--- config.mk ---
export PLATFORM = sky130hd
export DESIGN_NAME = fir9_casc
export DESIGN_NICKNAME = d
export VERILOG_FILES = /design/src/rtl/fir9_casc.sv
export SDC_FILE = /design/constraint.sdc
export NUM_CORES = 2
export LEC_CHECK = 0
export ABC_CLOCK_PERIOD_IN_PS = 6100
export BUFFER_PORTS_ARGS = -buffer_cell sky130_fd_sc_hd__buf_2
export CELL_PAD_IN_SITES_DETAIL_PLACEMENT = 1
export CELL_PAD_IN_SITES_GLOBAL_PLACEMENT = 2
export CORE_MARGIN = 3
export CORE_UTILIZATION = 44
export CTS_CLUSTER_SIZE = 8
export DETAILED_ROUTE_END_ITERATION = 10
export GPL_TIMING_DRIVEN = 0
export PLACE_DENSITY = 0.85
export SYNTH_ARGS = -nofsm -noshare
export SYNTH_HDL_FRONTEND = slang
export SYNTH_SLANG_ARGS = --single-unit
--- constraint.sdc ---
create_clock -name clk -period 6.1 [get_ports clk]
set_input_delay 0.305 -clock clk [delete_from_list [all_inputs] [get_ports clk]]
set_output_delay 0.305 -clock clk [all_outputs]
set_load 0.01 [all_outputs]
--- src/rtl/fir9_casc.sv ---
module fir9_casc #(
  parameter int XW    = 12,
  parameter int CW    = 10,
  parameter int OW    = 16,
  parameter int SHIFT = 4
) (
  input  logic          clk,
  input  logic          rst_n,
  input  logic [1:0]    coef_wr,
  input  logic [CW-1:0] coef_a,
  input  logic [CW-1:0] coef_b,
  input  logic [CW-1:0] coef_c,
  input  logic [XW-1:0] smp_a,
  input  logic [XW-1:0] smp_b,
  input  logic [OW-1:0] casc_in,
  output logic [OW-1:0] casc_out
);
  localparam int NTAP = 9;
  localparam int NA   = 5;
  localparam int NB   = 11;
  localparam int NC   = 3;
  localparam int PW   = XW + CW;
  localparam int ACCW = PW + 5;
  localparam logic signed [ACCW-1:0] RND  = ACCW'(1 << (SHIFT - 1));
  localparam logic signed [ACCW-1:0] MAXV = ACCW'((1 << (OW - 1)) - 1);
  localparam logic signed [ACCW-1:0] MINV = ~MAXV;

  logic [2:0][2:0][CW-1:0]   kbank;
  logic [XW-1:0]             a_dly [NA];
  logic [XW-1:0]             b_dly [NB];
  logic [OW-1:0]             c_dly [NC];
  logic [NTAP-1:0][XW-1:0]   tapx;
  logic signed [PW-1:0]      prod [NTAP];
  logic signed [ACCW-1:0]    acc_c, acc_q, rnd, shq;

  always_ff @(posedge clk or negedge rst_n) begin
    if (!rst_n) begin
      kbank <= '0;
    end else begin
      for (int s = 0; s < 3; s++) begin
        if (coef_wr == 2'(s + 1)) begin
          kbank[0][s] <= coef_a;
          kbank[1][s] <= coef_b;
          kbank[2][s] <= coef_c;
        end
      end
    end
  end

  always_ff @(posedge clk or negedge rst_n) begin
    if (!rst_n) begin
      for (int i = 0; i < NA; i++) a_dly[i] <= '0;
      for (int i = 0; i < NB; i++) b_dly[i] <= '0;
      for (int i = 0; i < NC; i++) c_dly[i] <= '0;
    end else begin
      a_dly[0] <= smp_a;
      b_dly[0] <= smp_b;
      c_dly[0] <= casc_in;
      for (int i = 1; i < NA; i++) a_dly[i] <= a_dly[i-1];
      for (int i = 1; i < NB; i++) b_dly[i] <= b_dly[i-1];
      for (int i = 1; i < NC; i++) c_dly[i] <= c_dly[i-1];
    end
  end

  for (genvar i = 0; i < NTAP; i++) begin : g_tap
    if (i < 3) begin : g_a
      assign tapx[i] = a_dly[2+i];
    end else begin : g_b
      assign tapx[i] = b_dly[2+i];
    end
  end

  always_ff @(posedge clk or negedge rst_n) begin
    if (!rst_n) begin
      for (int i = 0; i < NTAP; i++) prod[i] <= '0;
    end else begin
      for (int i = 0; i < NTAP; i++)
        prod[i] <= $signed({{CW{tapx[i][XW-1]}}, tapx[i]})
                 * $signed({{XW{kbank[i/3][2-(i%3)][CW-1]}}, kbank[i/3][2-(i%3)]});
    end
  end

  always_comb begin
    acc_c = {{(ACCW-OW){c_dly[NC-1][OW-1]}}, c_dly[NC-1]} <<< SHIFT;
    for (int i = 0; i < NTAP; i++)
      acc_c = acc_c + {{(ACCW-PW){prod[i][PW-1]}}, prod[i]};
  end

  assign rnd = acc_q + RND;
  assign shq = rnd >>> SHIFT;

  always_ff @(posedge clk or negedge rst_n) begin
    if (!rst_n) begin
      acc_q    <= '0;
      casc_out <= '0;
    end else begin
      acc_q    <= acc_c;
      casc_out <= (shq > MAXV) ? MAXV[OW-1:0] :
                  (shq < MINV) ? MINV[OW-1:0] : shq[OW-1:0];
    end
  end
endmodule

# Word-level counts from Yosys, hierarchy flattened
# Cells that the tools add are included.
# Widths: inputs -> output; s select.
dict set report totals {
  reg_bits 571
  latch_bits 0
  mem_bits_rw 0
  rom_bits 0
  input_bits 74
  mem_count 0
}
dict set report classes {
  n_addsub 10
  mul 9
  n_div 0
  n_lt_le_gt_ge 2
  eq_ne 3
  shift 0
  n_mux 2
  bitwise 0
  n_reduce_logical 0
}
# op n
set op_table {}
lappend op_table {{$mul 12x10->22} 9}
lappend op_table {{$add 27x27->27} 4}
lappend op_table {{$mux 16} 2}
lappend op_table {{$add 26x22->27} 1}
lappend op_table {{$add 27x5->27 const B} 1}
lappend op_table {{$add 25x22->26} 1}
lappend op_table {{$add 24x22->25} 1}
lappend op_table {{$add 23x22->24} 1}
lappend op_table {{$add 20x22->23} 1}
lappend op_table {{$gt 23x16->1 const B} 1}
lappend op_table {{$lt 23x16->1 const B} 1}
lappend op_table {{$eq 2x2->1 const B} 2}
lappend op_table {{$eq 2x1->1 const B} 1}

# Logic depth before layout (Yosys ltp)
dict set report logic_depth {
  depth_word 9
  mapped_depth 22
  mapped_depth_nobuf 21
}

# Worst setup path after synthesis
# No wires, ideal clock.
dict set report synth_path {
  path_type {flip-flop to flip-flop}
  startpoint {reg kbank[71] in the netlist's numbering}
  endpoint {reg prod[43] in the netlist's numbering}
  arrival_time_ps 5203
  t_required_ps 6020
  setup_slack_ps 817
  path_stages_with_launch 18
  n_path_buf 1
  period_less_slack_ps 5283
  cell_sequence {dfrtp_1 clkbuf_1 nand2_1 fa_1 fa_1 inv_1 fa_1 fa_1 inv_1 fa_1 inv_1 ha_1 a21o_1 a2111oi_0 nand4_1 a21o_1 a21oi_1 xnor2_1}
}
dict set report synth_via {
  elab_chain_cells 1
}
# element line_no
set synth_lines {}
lappend synth_lines {{start, declared} 28} ;# logic [2:0][2:0][CW-1:0] kbank;
lappend synth_lines {{start signal, assigned by index} 42} ;# kbank[0][s] <= coef_a;
lappend synth_lines {{start signal, assigned by index} 43} ;# kbank[1][s] <= coef_b;
lappend synth_lines {{start signal, assigned by index} 44} ;# kbank[2][s] <= coef_c;
lappend synth_lines {{$mul 12x10->22} 79} ;# * $signed({{XW{kbank[i/3][2-(i%3)][CW-1]}}, kbank[i/3][2-(i%3)]});
lappend synth_lines {{end signal, assigned by index} 78} ;# prod[i] <= $signed({{CW{tapx[i][XW-1]}}, tapx[i]})
lappend synth_lines {{end, declared} 33} ;# logic signed [PW-1:0] prod [NTAP];
# No other way between the ends.
# A chain may end at the register's enable or synchronous reset.

# Final worst setup path
dict set report layout_path {
  startpoint {reg kbank[26] in the netlist's numbering}
  endpoint {reg prod[197] in the netlist's numbering}
}
# Same word-level chain as after synthesis.

==> metrics.md <==
| Metric | Value |
|---|---|
| Post-Layout Cell Count | 8,250 |
| Setup Total Neg Slack | 0 ns |
| WL/cell | 20.3 um |
| Crit. End Element | flop |
| Slowest cell on the critical path | fa_1 |
| H-tree Lvls | 3 |
| CP required | roughly 6.7 ns |
| Worst-margin pin slew | 1.49 ns |
| Max stage delay on crit path | 0.56 ns |
| GRT Total Usage | 24.1% |
| Worst Path Arrival | 6.44 ns |
| Maximum clock frequency | around 0.17 GHz |
| Layout cells sized above 1 | 6.26% |
| Syn-to-layout area delta | 9.99% |
| Failing checks | max-capacitance violations |
| DR top layer | met5 |
| Initial antenna violation count | 8 |
| Drt total wl | 167 mm |
| Cells after synthesis | slightly above 6,000 |
| Reg2reg end | prod[197]$_DFF_PN0_ |
| Seq cells post-synth | 568 |
| Routed wl met2 | just over 80 mm |
| Met3 wire length | roughly 8.5 mm |
| Via count | 41,300 |
| Final Util | 49.0% |
| FILL cells | roughly 15,000 |
| Initial Util | 44.6% |
| Vias in the first global route | 47,600 |
| Flop-to-flop setup slack | between 0.2 and 0.25 ns |
| CP Launch Type | flop |
| Worst r2r src | kbank[26]$_DFFE_PN0N_ |
| Total placed cells including tap cells | around 8,100 |
| Setup Skew | ~0.052 ns |
| Commonest non-fill, non-tap cells in the layout | inv_1 (1,547), fa_1 (1,141), nand2_1 (626) |
| DRC viols | 0 |
| Std cell rows | around 140 |
| First-pass GRT wire length | 271 mm |
| Total CTS buffers | 86 |
| CTS tree | yes |
| Most used cell, CP | fa_1 |
| Via/cell ratio | 5.01 |
| WP buf/inv | 5 |
| Core area | 140,000 sq um |
| Syn_area_per_cell | 10.2 sq um |
| Critical Path Sink | prod[197]$_DFF_PN0_ |
| EDFF count, synth | 0 |
| Sequential fraction of the synthesis area | 22.7% |
| Synthesis Warnings | 0 |
| Worst reg-to-reg path cell count | 20 |
| Routed Antenna Nets | 0 |
| Critical path depth | 20 |
| Dpl ws | -0.174 ns |
| Worst-skew pair later-pin latency | 0.73 ns |
| Crit. Startpoint | kbank[26]$_DFFE_PN0N_ |
| IO Count | 90 |
| Final net count | 8,063 |
| Clk sinks | 568 |
| Buffers on Ports | 89 |
| Period utilization | 96.1% |
| CP Max Fanout | 10 |
| Synthesized area | between 60,000 and 70,000 sq um |
| Final worst setup slack | 0.237 ns |
| CP delay by family, top | adder cells |
| Final setup viols | 0 |
| Hold Vio Cnt, Final | 0 |
| Die ar. | 147,000 sq um |
| Count of cell types in the netlist | 74 |
| Post-synth net total | 7,828 |
| DR pass1 iterations | 5 |
| WS Path Type | reg2reg |
| Largest net degree at the start of global routing | 117 |
| Grt total ovfl | 0 |
| Root buf cell | clkbuf_16 |
| Worst-path clk slew | 0.06 ns |
| Most common cell after layout, fill and taps aside | inv_1 |
| Tmin final | slightly below 6 ns |
| Total of max-cap violations | 1 |
| CP cell instances | clkbuf_1 -> and2_1 -> fa_1 -> fa_1 -> inv_1 -> fa_1 -> inv_1 -> fa_1 -> inv_1 -> fa_1 -> inv_1 -> ha_1 -> nor2b_1 -> a311oi_2 -> a21oi_1 -> a41oi_2 -> a21oi_1 -> a211oi_2 -> a21oi_1 -> xnor2_1 |
| Clock Path Buffers | 3 |
| DP HPWL | 140 mm |
| GP Congestion | 0.882 |
| Initial DRC Count | 1,938 |
| Die width | between 300 and 400 um |
| Post-Route M1 WL | a little over 70 mm |
| Status | finished, violations left |
| Max-slew violations | 0 |
| Primary FF master, synth | dfrtp_1 |
| Max-slew headroom | 0.764% |
| Die Ht | 383 um |
| Hold Crit Class | in2reg |
| Async SR Flop Fraction | between 90% and 100% |
==> how the worst min path moves through the flow <==
| stage | start | to | slack [ns] | cells past startpoint |
|---|---|---|---|---|
| 2_1_floorplan | rst_n | a_dly[0]$_DFF_PN0_ | 0.009 | 0 |
| 3_3_place_gp | b_dly[94]$_DFF_PN0_ | b_dly[82]$_DFF_PN0_ | 0.33 | 0 |
| 3_5_place_dp | rst_n | b_dly[131]$_DFF_PN0_ | 0.29 | 1 |
| 4_1_cts | coef_b[3] | kbank[33]$_DFFE_PN0N_ | 0.003 | 2 |
| 5_1_grt | coef_b[3] | kbank[33]$_DFFE_PN0N_ | 0.02 | 2 |
| 6_report | coef_b[3] | kbank[33]$_DFFE_PN0N_ | 0.05 | 2 |
==> synth_stat cells, types with 18 or more instances <==
cell / n / area, sq um
a21o_1: 46 / 345
o21a_1: 36 / 270
nand2_1: 626 / 2350
nand2b_1: 53 / 332
nor2b_1: 25 / 156
nor3_1: 24 / 120
and2_1: 429 / 2680
mux2_2: 84 / 946
or3_1: 18 / 113
clkbuf_1: 198 / 743
o21ai_1: 24 / 120
xnor2_1: 196 / 1720
o21ai_0: 57 / 285
inv_1: 1547 / 5810
ha_1: 503 / 6290
nand3_1: 38 / 190
xor2_1: 61 / 534
nor2_1: 153 / 574
a21oi_1: 121 / 606
fa_1: 1142 / 22900
dfrtp_1: 568 / 14200
==> logic make-up after synthesis <==
kind of cell | after synthesis | share of synthesized area, %
buffers and inverters | 1750 | 10.5
adders and majority gates | 1645 | 46.6
and+or+nand+nor | 1415 | 11.0
DFF | 568 | 22.7
AOI/OAI and AO/OA | 389 | 4.10
xor gates and xnor gates | 258 | 3.62
muxes | 84 | 1.51
==> metrics by stage <==
stage | hold WS [ns] | instance area, sq um
6_report | 0.0549 | 68900
5_1_grt | 0.0222 | 68900
4_1_cts | 0.00286 | 68800
3_5_place_dp | 0.286 | 65500
3_3_place_gp | 0.331 | 65400
2_1_floorplan | 0.00941 | 62600
==> flip-flops by register name, indices dropped and copies added (netlist names) <==
name and count:
a_dly 60, acc_q 24, b_dly 132, c_dly 48, casc_out 16, kbank 90, prod 198
==> routing by layer <==
layer | GRT usage [%] | vias up
met5 | 0 | -
met4 | 8.50 | 2
met2 | 39.9 | 742
li1 | - | 18400
met3 | 4.61 | 257
met1 | 31.8 | 21900
==> layout make-up <==
type	count	area, sq um	share of cell area (%)
Tap cell	1876	2350	3.41
Buffer	182	779	1.13
Multi-Input combinational cell	3791	41900	60.8
Inverter	1550	5820	8.45
Clock buffer	98	2210	3.21
Timing Repair Buffer	165	1300	1.89
Sequential cell	568	14200	20.6
Clock inverter	17	317	0.460
Antenna cell	3	7.51	0.0109
==> what timing repair did <==
action	CTS	global route
hold endpoints to repair	184	0
setup endpoints to repair	3	26
gates resized for setup	14	121
gates cloned	0	0
pin swaps	0	2
hold buffers	70	0
setup buffers	0	1
Power is left out: the tool's default activity adds up to more than one toggle a clock period on the data nets, which glitch-free logic cannot reach.
